$ cat src/rtl/tap_pkg.sv
`timescale 1ns/1ps
// tap_pkg: controller state encoding, instruction codes, chain select
// indices and the next-state function shared by the scan port modules.
package tap_pkg;

    localparam int IR_W = 4;
    localparam int NSEL = 3;
    localparam int SEL_BYP = 0;
    localparam int SEL_ID  = 1;
    localparam int SEL_DBG = 2;

    localparam logic [IR_W-1:0] INS_IDCODE  = 4'h2;
    localparam logic [IR_W-1:0] INS_DEBUG   = 4'h8;
    localparam logic [IR_W-1:0] INS_BYPASS  = 4'hF;
    localparam logic [IR_W-1:0] IR_CAPTURE  = 4'b0001;

    typedef enum logic [3:0] {
        ST_RESET, ST_IDLE,
        ST_SEL_DR, ST_CAP_DR, ST_SH_DR, ST_EX1_DR, ST_PAU_DR, ST_EX2_DR, ST_UPD_DR,
        ST_SEL_IR, ST_CAP_IR, ST_SH_IR, ST_EX1_IR, ST_PAU_IR, ST_EX2_IR, ST_UPD_IR
    } tap_state_e;

    // Next controller state for the current state and sampled mode bit.
    function automatic tap_state_e tap_next(input tap_state_e s, input logic m);
        case (s)
            ST_RESET:  return m ? ST_RESET  : ST_IDLE;
            ST_IDLE:   return m ? ST_SEL_DR : ST_IDLE;
            ST_SEL_DR: return m ? ST_SEL_IR : ST_CAP_DR;
            ST_CAP_DR: return m ? ST_EX1_DR : ST_SH_DR;
            ST_SH_DR:  return m ? ST_EX1_DR : ST_SH_DR;
            ST_EX1_DR: return m ? ST_UPD_DR : ST_PAU_DR;
            ST_PAU_DR: return m ? ST_EX2_DR : ST_PAU_DR;
            ST_EX2_DR: return m ? ST_UPD_DR : ST_SH_DR;
            ST_UPD_DR: return m ? ST_SEL_DR : ST_IDLE;
            ST_SEL_IR: return m ? ST_RESET  : ST_CAP_IR;
            ST_CAP_IR: return m ? ST_EX1_IR : ST_SH_IR;
            ST_SH_IR:  return m ? ST_EX1_IR : ST_SH_IR;
            ST_EX1_IR: return m ? ST_UPD_IR : ST_PAU_IR;
            ST_PAU_IR: return m ? ST_EX2_IR : ST_PAU_IR;
            ST_EX2_IR: return m ? ST_UPD_IR : ST_SH_IR;
            default:   return m ? ST_SEL_DR : ST_IDLE;
        endcase
    endfunction

endpackage

$ cat src/rtl/tap_fsm.sv
`timescale 1ns/1ps
// tap_fsm: sixteen-state scan controller.
// Assumes tms is stable around the rising edge of tck; por_n is synchronous.
module tap_fsm
    import tap_pkg::*;
(
    input  logic       tck,
    input  logic       por_n,
    input  logic       tms,
    output tap_state_e state
);

    // Advance the controller on each rising test-clock edge.
    always_ff @(posedge tck) begin
        if (!por_n) state <= ST_RESET;
        else        state <= tap_next(state, tms);
    end

    // Checker: count consecutive high mode bits, saturating at five.
    logic [2:0] hi_run;
    always_ff @(posedge tck) begin
        if (!por_n)      hi_run <= 3'd0;
        else if (!tms)   hi_run <= 3'd0;
        else if (hi_run != 3'd5) hi_run <= hi_run + 3'd1;
    end


    five_ones_reset_chk: assert property (@(posedge tck) disable iff (!por_n)
        (hi_run == 3'd5) |-> (state == ST_RESET));


    select_ir_exit_chk: assert property (@(posedge tck) disable iff (!por_n)
        (state == ST_SEL_IR && !tms) |=> (state == ST_CAP_IR));

endmodule

$ cat src/rtl/tap_ir.sv
`timescale 1ns/1ps
// tap_ir: instruction shift chain and its parallel stage.
// Assumes the controller state from tap_fsm; the instruction reads the
// identification code at once while the controller sits in reset.
module tap_ir
    import tap_pkg::*;
(
    input  logic             tck,
    input  logic             por_n,
    input  tap_state_e       state,
    input  logic             tdi,
    output logic             ir_lsb,
    output logic [IR_W-1:0]  instr
);

    logic [IR_W-1:0] sr_q;
    logic [IR_W-1:0] instr_q;

    // Capture, shift and update the instruction chain.
    always_ff @(posedge tck) begin
        if (!por_n || state == ST_RESET) begin
            sr_q    <= '0;
            instr_q <= INS_IDCODE;
        end else begin
            case (state)
                ST_CAP_IR: sr_q    <= IR_CAPTURE;
                ST_SH_IR:  sr_q    <= {tdi, sr_q[IR_W-1:1]};
                ST_UPD_IR: instr_q <= sr_q;
                default:   ;
            endcase
        end
    end

    // Present the identification code as soon as reset state is entered.
    always_comb instr = (state == ST_RESET) ? INS_IDCODE : instr_q;
    assign ir_lsb = sr_q[0];


    ir_capture_chk: assert property (@(posedge tck) disable iff (!por_n)
        (state == ST_CAP_IR) |=> (ir_lsb == 1'b1));


    reset_instr_chk: assert property (@(posedge tck) disable iff (!por_n)
        (state == ST_RESET) |=> (instr_q == INS_IDCODE));

endmodule

$ cat src/rtl/tap_decode.sv
`timescale 1ns/1ps
// tap_decode: maps the instruction in force to a one-hot chain select.
// Any code without its own chain selects the pass-through chain.
module tap_decode
    import tap_pkg::*;
(
    input  logic [IR_W-1:0] instr,
    output logic [NSEL-1:0] sel
);

    // One-hot select; unknown codes fall back to pass-through.
    always_comb begin
        sel = '0;
        case (instr)
            INS_IDCODE: sel[SEL_ID]  = 1'b1;
            INS_DEBUG:  sel[SEL_DBG] = 1'b1;
            default:    sel[SEL_BYP] = 1'b1;
        endcase
    end

endmodule

$ cat src/rtl/tap_dr.sv
`timescale 1ns/1ps
// tap_dr: pass-through, identification and debug-access data chains.
// Assumes a one-hot select from tap_decode; only the selected chain
// captures, shifts or updates. Reset state clears every chain.
module tap_dr
    import tap_pkg::*;
#(
    parameter logic [31:0] ID_VALUE = 32'h4BA0_1C34,
    parameter int DATA_W = 32,
    parameter int ACK_W  = 3,
    localparam int DBG_W = DATA_W + ACK_W
) (
    input  logic              tck,
    input  logic              por_n,
    input  tap_state_e        state,
    input  logic [NSEL-1:0]   sel,
    input  logic              tdi,
    input  logic [DATA_W-1:0] dbg_result,
    input  logic [ACK_W-1:0]  dbg_ack,
    output logic              dr_lsb,
    output logic [DBG_W-1:0]  dbg_req_data,
    output logic              dbg_req_valid
);

    localparam logic [31:0] ID_CAP = ID_VALUE | 32'h1;

    logic             byp_q;
    logic [31:0]      id_q;
    logic [DBG_W-1:0] dbg_q;

    // Capture and shift the selected chain.
    always_ff @(posedge tck) begin
        if (!por_n || state == ST_RESET) begin
            byp_q <= 1'b0;
            id_q  <= '0;
            dbg_q <= '0;
        end else if (state == ST_CAP_DR) begin
            if (sel[SEL_BYP]) byp_q <= 1'b0;
            if (sel[SEL_ID])  id_q  <= ID_CAP;
            if (sel[SEL_DBG]) dbg_q <= {dbg_result, dbg_ack};
        end else if (state == ST_SH_DR) begin
            if (sel[SEL_BYP]) byp_q <= tdi;
            if (sel[SEL_ID])  id_q  <= {tdi, id_q[31:1]};
            if (sel[SEL_DBG]) dbg_q <= {tdi, dbg_q[DBG_W-1:1]};
        end
    end

    // Hand the debug word to the system side on its update phase.
    always_ff @(posedge tck) begin
        if (!por_n || state == ST_RESET) begin
            dbg_req_data  <= '0;
            dbg_req_valid <= 1'b0;
        end else begin
            dbg_req_valid <= (state == ST_UPD_DR) && sel[SEL_DBG];
            if (state == ST_UPD_DR && sel[SEL_DBG]) dbg_req_data <= dbg_q;
        end
    end

    // Serial output of the selected chain.
    always_comb begin
        if (sel[SEL_ID])       dr_lsb = id_q[0];
        else if (sel[SEL_DBG]) dr_lsb = dbg_q[0];
        else                   dr_lsb = byp_q;
    end


    sel_onehot_chk: assert property (@(posedge tck) disable iff (!por_n)
        $onehot(sel));


    byp_capture_chk: assert property (@(posedge tck) disable iff (!por_n)
        (state == ST_CAP_DR && sel[SEL_BYP]) |=> (dr_lsb == 1'b0));


    id_capture_chk: assert property (@(posedge tck) disable iff (!por_n)
        (state == ST_CAP_DR && sel[SEL_ID]) |=> (dr_lsb == 1'b1));


    upd_strobe_src_chk: assert property (@(posedge tck) disable iff (!por_n)
        dbg_req_valid |-> $past(state == ST_UPD_DR));


    upd_strobe_width_chk: assert property (@(posedge tck) disable iff (!por_n)
        dbg_req_valid |=> !dbg_req_valid);


    upd_data_hold_chk: assert property (@(posedge tck) disable iff (!por_n)
        (!dbg_req_valid && state != ST_RESET) |=> $stable(dbg_req_data) || dbg_req_valid);

endmodule

$ cat src/rtl/tap_port.sv
`timescale 1ns/1ps
// tap_port: top of the serial test port. Ties controller, instruction
// chain, decoder and data chains together and times data-out on the
// falling test-clock edge. Assumes por_n is held low across at least one
// full tck period so both clock edges see it.
module tap_port
    import tap_pkg::*;
#(
    parameter logic [31:0] ID_VALUE = 32'h4BA0_1C34,
    parameter int DATA_W = 32,
    parameter int ACK_W  = 3,
    localparam int DBG_W = DATA_W + ACK_W
) (
    input  logic              tck,
    input  logic              por_n,
    input  logic              tms,
    input  logic              tdi,
    input  logic [DATA_W-1:0] dbg_result,
    input  logic [ACK_W-1:0]  dbg_ack,
    output logic              tdo,
    output logic              tdo_oe,
    output logic [IR_W-1:0]   cur_instr,
    output logic [DBG_W-1:0]  dbg_req_data,
    output logic              dbg_req_valid
);

    tap_state_e      state;
    logic            ir_lsb;
    logic            dr_lsb;
    logic [NSEL-1:0] sel;

    tap_fsm u_fsm (.tck(tck), .por_n(por_n), .tms(tms), .state(state));

    tap_ir u_ir (.tck(tck), .por_n(por_n), .state(state), .tdi(tdi),
                 .ir_lsb(ir_lsb), .instr(cur_instr));

    tap_decode u_dec (.instr(cur_instr), .sel(sel));

    tap_dr #(.ID_VALUE(ID_VALUE), .DATA_W(DATA_W), .ACK_W(ACK_W)) u_dr (
        .tck(tck), .por_n(por_n), .state(state), .sel(sel), .tdi(tdi),
        .dbg_result(dbg_result), .dbg_ack(dbg_ack), .dr_lsb(dr_lsb),
        .dbg_req_data(dbg_req_data), .dbg_req_valid(dbg_req_valid));

    // Retime serial output and its enable onto the falling edge.
    always_ff @(negedge tck) begin
        if (!por_n) begin
            tdo    <= 1'b0;
            tdo_oe <= 1'b0;
        end else begin
            tdo_oe <= (state == ST_SH_IR) || (state == ST_SH_DR);
            tdo    <= (state == ST_SH_IR) ? ir_lsb :
                      (state == ST_SH_DR) ? dr_lsb : 1'b0;
        end
    end


    oe_only_shift_chk: assert property (@(posedge tck) disable iff (!por_n)
        tdo_oe |-> (state == ST_SH_IR || state == ST_SH_DR));


    oe_follows_shift_chk: assert property (@(posedge tck) disable iff (!por_n)
        (state == ST_SH_DR && $past(state == ST_SH_DR)) |-> tdo_oe);

endmodule

$ cat config.mk
export PLATFORM = sky130hd
export DESIGN_NAME = tap_port
export DESIGN_NICKNAME = d
export VERILOG_FILES = /design/src/rtl/tap_pkg.sv /design/src/rtl/tap_fsm.sv /design/src/rtl/tap_ir.sv /design/src/rtl/tap_decode.sv /design/src/rtl/tap_dr.sv /design/src/rtl/tap_port.sv
export SDC_FILE = /design/constraint.sdc
export NUM_CORES = 1
export LEC_CHECK = 0
export ABC_AREA = 1
export BUFFER_PORTS_ARGS = -buffer_cell sky130_fd_sc_hd__buf_2
export CAP_MARGIN = 20
export CORE_UTILIZATION = 55
export CTS_CLUSTER_SIZE = 20
export DETAILED_ROUTE_END_ITERATION = 7
export PLACE_DENSITY = 0.86
export SETUP_SLACK_MARGIN = 0.2
export SLEW_MARGIN = 25
export SYNTH_ARGS = -nofsm -noshare
export SYNTH_HDL_FRONTEND = slang
export SYNTH_HIERARCHICAL = 1
export SYNTH_SLANG_ARGS = --single-unit
export TNS_END_PERCENT = 1
$ cat constraint.sdc
create_clock -name tck -period 2.68 [get_ports tck]
set_clock_uncertainty 0.1 [all_clocks]
set_input_delay 0.536 -clock tck [delete_from_list [all_inputs] [get_ports tck]]
set_output_delay 0.536 -clock tck [all_outputs]
set_load 0.02 [all_outputs]
# Yosys cells after proc, flatten, opt, wreduce, memory -nomap -nowiden
# Index checks and enable logic that the tools add are counted.
[word_totals] regBits=118 latchBits=0 mem_bits_rw=0 rom_bits=0 inputBits=39 output_inout_bits=42 elab_cells=76 memories=0
[op_classes] add_sub_neg=0 multipliers=0 div_mod_pow=0 n_lt_le_gt_ge=0 n_eq_ne=20 shift=0 n_mux=33 bitwise_logic=0 reduce_logical=13
[ops] cell="35-bit 2-to-1 mux" count=4
[ops] cell="32-bit 2-to-1 mux" count=4
[ops] cell="4-bit one-hot mux with 11 select lines" count=1
[ops] cell="4-bit equality test, second input constant" count=9
[ops] cell="4-bit 2-to-1 mux" count=5
[ops] cell="4-bit by 3-bit equality test with 1-bit output, second input constant" count=4
[ops] cell="1-bit 2-to-1 mux" count=13
[ops] cell="4-bit by 2-bit equality test with 1-bit output, second input constant" count=3
[ops] cell="2-bit inequality test, second input constant" count=4
[ops] cell="4-bit one-hot mux with 2 select lines" count=1
[ops] cell="2-bit 2-to-1 mux" count=3
[ops] cell="3-bit 2-to-1 mux" count=2
[ops] cell="3-bit AND reduction" count=2
[ops] cell="2-bit OR reduction" count=3
[ops] cell="4-bit logical NOT" count=1
[ops] cell="2-bit nonzero test" count=2
[ops] cell="1-bit logical OR" count=2
[ops] cell="2-bit AND reduction" count=1
[ops] cell="1-bit logical AND" count=1
[ops] cell="1-bit logical NOT" count=1

# Depth between registers and ports, before layout
# Gate-level depths: netlist of the first run.
[depth] word_depth=8 depth_mapped=11 ltp_nobuf=11

# Hierarchy
# The synthesis of the first run kept the hierarchy.
[by_module_without_submodules] module="tap_dr" instances=1 cells_each=732 area_per_inst_um2=4724.5 seq_area_each_um2=2082.0
[by_module_without_submodules] module="tap_fsm" instances=1 cells_each=76 area_per_inst_um2=406.6 seq_area_each_um2=80.1
[by_module_without_submodules] module="tap_ir" instances=1 cells_each=52 area_per_inst_um2=377.9 seq_area_each_um2=160.2
[by_module_without_submodules] module="tap_port" instances=1 cells_each=17 area_per_inst_um2=115.1 seq_area_each_um2=40.0
[by_module_without_submodules] module="tap_decode" instances=1 cells_each=10 area_per_inst_um2=45.0 seq_area_each_um2=0.0

==> results by group, run 1 <==
Detailed routing
  • Via count: around 5600
  • Wirelength per Cell: 12.0 um
  • DRC Markers: 0
  • Iter 0 DRT Violations: 329
  • Final Routed Wirelength: about 13000 um
  • Antenna-violating nets left: 0
  • 1st-pass router iterations: 5
  • Via/cell ratio: a little over 5

Hold path
  • Worst Hold Class: in2reg
  • Hold Crit Depth: 3

Outcome
  • Status: finished, violations left
  • Violated checks: negative setup slack

Finish
  • Fin cells: 1107
  • Synth-to-Final Area Change: 22.6%
  • Finished Cell Area: between 0.006 and 0.007 mm2
  • Post-layout util: 0.704
  • N_diodes: 0
  • Most common cell after layout, fill and taps aside: nand2_1
  • Commonest non-fill, non-tap cells in the layout: nand2_1 (232), nor2_1 (129), dfxtp_1 (113), inv_1 (108), buf_2 (78)
  • Fill count: between 700 and 800
  • Multi-input gate area: between 0.002 and 0.003 mm2
  • Storage element area: about 0.0024 mm2
  • Nets: 1001
  • Share of layout cells above drive strength 1: 0.192

STA
  • Pins Over Slew Limit: 0
  • Final hold violation count: 0
  • Least-Margin Pin Slew: 698 ps
  • PnR worst setup slack: -226 ps
  • Hold WS: around 210 ps
  • RSZ-0062 raised after global routing: yes
  • Slew headroom: 0.535
  • Endpoints failing setup: 3

CTS
  • Root Driver: clkbuf_8
  • Clock tree from TritonCTS: done
  • Clock latency at the later pin of the worst-skew pair: between 500 and 600 ps
  • CTS HTree Levels: 4
  • Worst-path clk slew: roughly 50 ps
  • CTS max path bufs: 2
  • Sink Count: roughly 120
  • Hold_buf cts: 0
  • CTS buffer count: 17

GRT
  • Largest net degree at the start of global routing: 85
  • First-pass GRT wire length: 22600 um
  • Remaining global-route overflow: 0
  • Vias in the first global route: 5093
  • Initial antenna violation count: 0
  • All-Layer GR Usage: 0.255

Worst setup path
  • Crit path kind: reg2out
  • Worst setup SP type: register
  • CP endpoint kind: primary output
  • Maximum fanout along the worst path: 1
  • Critical Path AT: roughly 2300 ps
  • Reg2Reg Depth: 9
  • Crit path depth: 1
  • Critical path's top delay family: flip-flops
  • CP Data Required Time: ~2000 ps
  • Cell Chain, Critical Path: buf_6
  • Crit path max-delay cell type: dfxtp_2
  • Worst Path Buf+Inv: 1
  • CP max stage delay: 310 ps

Power and ir drop
  • Pwr Density: approximately 700 mW/mm2
  • Static leakage: approximately 3.3 nW
  • Worst vdd ir: 462 uV

Floorplan
  • Die Area: 0.0107 mm2
  • Rows: 36
  • Chip Width: 104 um
  • Core area: between 0.009 and 0.01 mm2
  • Die height: between 100 and 150 um
  • I/O pins: approximately 80
  • Initial Util: 0.575

Synthesis
  • Sequential area share after synthesis: 0.417
  • Synth area leaders: dfxtp_1 (42%), nand2_1 (16%), nor2_1 (8.7%)
  • Synth warn: 6
  • Synthesized area: around 0.0057 mm2
  • Synthesized area per cell: 6.39 um2
  • Synth Register Bits: around 120
  • Cells after synthesis: 887
  • Synth cell types: 25
  • Area leader, netlist: dfxtp_1
  • Share of the synthesized area in the top cell type: 0.417
  • Net Count, Synth: approximately 930

Placed design
  • Port bufs: 80
  • Area after DPL: roughly 0.0063 mm2
  • Dpl hpwl: 7890 um
  • Placed cell count: about 1100
  • RePlAce Congestion: around 0.86

Job
  • MaxCap Viol Count: 0
cell usage after synthesis:
master    instances
buf_1             3
a21oi_1          75
clkbuf_1         23
dfxtp_1         118
nand2_2          10
buf_2            24
a21boi_2          1
nor2_4            3
inv_2             6
a21boi_0          3
nor2_1          132
nand3_1          69
o21ai_0          42
nor3_2            1
o21bai_1          1
inv_1           110
nand2_4           1
buf_4             1
a21oi_2           1
nand2_1         237
nor2_2            7
clkinv_2          1
nand3_2           1
nor3_1            2
nand4_1          15
power by group:
part | total, W | internal, W | leakage (nW) | switching (W)
Sequential | 0.00185 | 0.00181 | 0.955 | 0.0000327
Combinational | 0.000900 | 0.000295 | 2.08 | 0.000605
Clock | 0.00211 | 0.00133 | 0.281 | 0.000781
path summary, 6_finish.rpt:
kind                                      start                                 end  slack, ps
max                           tdo_oe$_SDFF_NN0_                              tdo_oe       -230
min                                         tdi           u_ir/sr_q[3]$_SDFFE_PP0P_        210
max reg2reg           u_fsm/state[3]$_SDFF_PN0_                      tdo$_SDFF_NN0_       -220
min reg2reg  u_dr/dbg_req_data[22]$_SDFFE_PP0P_  u_dr/dbg_req_data[22]$_SDFFE_PP0P_        340
per-layer routing:
layer / routed length (um) / vias up / global-route usage
met5: 0 / - / 0
met4: 300 / 0 / 0.127
met3: 546 / 25 / 0.0428
met2: 6410 / 139 / 0.428
met1: 6040 / 2547 / 0.317
li1: - / 2898 / -
repair_timing:
item | CTS | global route
gates resized for setup | 11 | 8
setup buffers | 1 | 2
pin swaps | 7 | 8
setup endpoints to repair | 4 | 4
tightest hold or removal path: stages:
cell,delay (ps)
buf_2,120
nand3_1,70
a21oi_1,50
cells by family (layout without fill, tap and decap cells):
group	Yosys count	in the layout	synth area share
simple gates	478	478	0.354
buf+inv	168	255	0.117
compound gates	123	123	0.112
flops	118	118	0.417
area by class of cell:
type / count / share of cell area
inverter: 116 / 0.0628
clock inverter: 9 / 0.0112
sequential: 118 / 0.342
clock buffer: 24 / 0.0693
multi-input combinational: 601 / 0.396
timing repair buffer: 106 / 0.0945
tap: 133 / 0.0240
metrics by stage:
step	setup TNS [ps]	power (W)	setup WS, ps
finish	-669	0.00486	-226
global route	-757	0.00506	-270
CTS	-755	0.00485	-281
detailed placement	-214	0.00275	-214
global placement	-177	0.00273	-177
floorplan	-433	0.00254	-433
flip-flops by register name, summed over array words and instances (netlist names):
name and flops:
u_dr/dbg_q 35, u_dr/dbg_req_data 35, u_dr/id_q 32, u_fsm/state 4
u_ir/instr_q 4, u_ir/sr_q 4, tdo 1, tdo_oe 1
u_dr/byp_q 1, u_dr/dbg_req_valid 1
No activity file was read; power rests on OpenSTA's default activity.
==> inputs of run 2 (changes only) <==
Settings changed: ABC_AREA 1 to unset, HOLD_SLACK_MARGIN set to 0.03, PLACE_DENSITY 0.86 to 0.87.
==> run 2 against run 1 <==
Compared with the run above:
- the run still ends with negative setup slack left
- final cell count down 36%
- setup slack worse by 570 ps
- clock power grew 6%
- worst hold slack worse by 9.3 ps
- via count down 24%
- synthesized area decreased by 16%
- utilization grew 3.5 points
- final area shrank 12%
- synthesized cell count is 41% lower
- sequential share of layout area is 4.4 points higher
- critical path depth is 6 higher
- critical endpoint is now tdo$_SDFF_NN0_
- largest cell class unchanged
==> results by group, run 2 <==
STA
  • Setup TNS Final: -1220 ps (-548 ps)
  • Endpoints failing setup: 3 (unchanged)
  • Final hold violation count: 0 (unchanged)
  • Pins Over Slew Limit: 0 (unchanged)
  • Least-Margin Pin Slew: 581 ps (-117 ps)
  • RSZ-0062 raised after global routing: yes
  • PnR worst setup slack: -797 ps (-570 ps)
  • Slew headroom: 0.613 (+0.0782)
  • Hold WS: 204 ps (-9.35 ps)

Synthesis
  • Synth Register Bits: 118 (unchanged)
  • Most frequent cell after synthesis: dfxtp_1
  • Synthesized area: 0.00475 mm2 (-16%)
  • Net Count, Synth: 560 (-40%)
  • Cells after synthesis: 521 (-41%)
  • Top cells by count, synth: dfxtp_1 (118), nand2_1 (95), a21oi_1 (53), mux2i_1 (41), o2bb2ai_1 (35)
  • Sequential area share after synthesis: 0.497 (+0.0808)
  • EDFF count, synth: 0 (unchanged)
  • Main synth FF type: dfxtp_1
  • Synth area leaders: dfxtp_1 (50%), mux2i_1 (8.6%), nand2_1 (7.5%)
  • Share of the synthesized area in the top cell type: 0.497 (+0.0808)
  • Synth cell types: 56 (+120%)
  • Async S/R FF share, synth: 0 (unchanged)
  • Synthesized area per cell: 9.11 um2 (+43%)
  • Synth warn: 6 (unchanged)
  • Area leader, netlist: dfxtp_1

Detailed routing
  • Antenna-violating nets left: 0 (unchanged)
  • DRC Markers: 0 (unchanged)
  • Via count: 4264 (-24%)
  • 1st-pass router iterations: 5 (unchanged)
  • Final Routed Wirelength: 12400 um (-6.5%)
  • Wirelength per Cell: 17.4 um (+45%)
  • Via/cell ratio: 5.97 (+18%)
  • Iter 0 DRT Violations: 324 (-1.5%)

Worst setup path
  • Maximum fanout along the worst path: 5 (+4)
  • Critical path's top delay family: simple AND/OR/NAND/NOR gates
  • Crit path kind: reg2reg
  • CP endpoint kind: register
  • Worst setup SP type: register
  • Worst Path Buf+Inv: 1 (unchanged)
  • CP max stage delay: 360 ps (+50 ps)
  • Crit path max-delay cell type: nor4b_1
  • Critical Path AT: 2410 ps (+140 ps)
  • Cell Chain, Critical Path: nor4_4 -> and2b_2 -> nor4b_1 -> buf_4 -> o21ai_1 -> mux2i_1 -> nor2b_4
  • Reg2reg setup slack: -800 ps (-580 ps)
  • CP Data Required Time: 1610 ps (-430 ps)

Placed design
  • RePlAce Congestion: 0.793 (-7.6%)
  • Area after DPL: 0.00532 mm2 (-16%)
  • Dpl hpwl: 6530 um (-17%)
  • Port bufs: 80 (unchanged)

Finish
  • Synth-to-Final Area Change: 29.2%
  • Finished Cell Area: 0.00614 mm2 (-12%)
  • Commonest non-fill, non-tap cells in the layout: dfxtp_1 (114), nand2_1 (95), buf_2 (78), a21oi_1 (52), mux2i_1 (41)
  • N_diodes: 0 (unchanged)
  • Most common cell after layout, fill and taps aside: dfxtp_1
  • Regs by FF count: u_dr/dbg_q: 35 flops, u_dr/dbg_req_data: 35 flops, u_dr/id_q: 32 flops
  • Share of layout cells above drive strength 1: 0.286 (+0.0937)
  • Fill count: 510 (-34%)
  • Post-layout util: 0.739 (+0.0351)
  • Nets: 637 (-36%)

Floorplan
  • Initial Util: 0.572 (-0.00257)
  • Die Area: 0.00901 mm2 (-16%)
  • I/O pins: 81 (unchanged)
  • Chip Width: 94.9 um (-8.3%)
  • Rows: 33 (-8.3%)
  • Die height: 94.9 um (-8.3%)
  • Core area: 0.00830 mm2 (-16%)

Power and ir drop
  • Pwr Density: 698 mW/mm2 (-0.15%)
  • Comb power frac: 0.064 (-0.121)
  • Sw frac: 0.227 (-0.0653)
  • Static leakage: 2.50 nW (-25%)
  • Worst vdd ir: 531 uV (+15%)
  • Seq pwr share: 0.414 (+0.034)
  • NetSw: 0.000972 W (-32%)
  • Pint: 0.00331 W (-3.7%)
  • Clock power frac: 0.523 (+0.088)

CTS
  • CTS buffer count: 17 (unchanged)
  • Sink Count: 118 (unchanged)
  • CTS max path bufs: 2 (unchanged)
  • Clock tree from TritonCTS: done
  • CTS HTree Levels: 4 (unchanged)
  • Clock latency at the later pin of the worst-skew pair: 510 ps (about the same)
  • Root Driver: clkbuf_8
  • Worst-path clk slew: 60 ps (about the same)

GRT
  • Largest net degree at the start of global routing: 68 (-20%)
  • Vias in the first global route: 3958 (-22%)
  • Remaining global-route overflow: 0 (unchanged)
  • First-pass GRT wire length: 19200 um (-15%)
  • Initial antenna violation count: 0 (unchanged)
  • All-Layer GR Usage: 0.280 (+0.0250)

Outcome
  • Status: finished, violations left
  • Violated checks: negative setup slack

Job
  • MaxCap Viol Count: 0 (unchanged)

Hold path
  • Worst Hold Class: in2reg
run 2: metal layers:
metal	GRT usage	wire, um	vias to the layer above
li1	-	-	1992
met2	0.471	6300	166
met3	0.0717	645	38
met1	0.332	5150	2068
met4	0.135	328	0
met5	0	0	-
run 2: area by class of cell:
class                      instances  area [um2]  share of cell area
clock buffer                      20         445              0.0726
sequential                       118        2370               0.386
tap                              105         131              0.0214
multi-input combinational        356        2400               0.392
clock inverter                    12         135              0.0220
timing repair buffer             100         641               0.104
inverter                           3        11.3             0.00183
run 2: tightest hold or removal path, stage by stage:
cell       delay [ps]
buf_2              70
mux2i_1            60
o2bb2ai_1         120
run 2: logic make-up after synthesis:
kind of cell    synth area share
simple gates               0.201
flops                      0.497
xor+xnor                 0.00369
compound gates             0.165
buf+inv                   0.0466
mux                       0.0864
run 2: repair_timing:
action,CTS,global route
endpoints found under the hold margin,0,0
resized for setup,35,2
pin swaps,21,9
buffers inserted,1,0
hold buffers,0,0
setup endpoints to repair,39,80
run 2: worst paths after layout:
path	cells past startpoint	startpoint	to
worst min-delay path	3	dbg_result[6]	u_dr/dbg_q[9]$_SDFFE_PP0P_
worst min register to register	2	u_dr/dbg_req_data[10]$_SDFFE_PP0P_	u_dr/dbg_req_data[10]$_SDFFE_PP0P_
worst max register to register	7	u_fsm/state[1]$_SDFF_PN0_	tdo$_SDFF_NN0_
worst max-delay path	7	u_fsm/state[1]$_SDFF_PN0_	tdo$_SDFF_NN0_
run 2: power groups by stage:
stage | logic, W | registers, W | clock network [W]
floorplan | 0.000162 | 0.00182 | 0.00000701
global placement | 0.000243 | 0.00181 | 0.00000701
detailed placement | 0.000249 | 0.00181 | 0.00000701
CTS | 0.000266 | 0.00177 | 0.00223
global route | 0.000291 | 0.00177 | 0.00234
finish | 0.000273 | 0.00177 | 0.00224
run 2: per-stage QoR:
step	worst slack (ps)	total power (W)	instances
floorplan	-811	0.00198	521
global placement	-707	0.00206	682
detailed placement	-861	0.00206	682
CTS	-797	0.00427	714
global route	-880	0.00440	714
finish	-797	0.00428	714
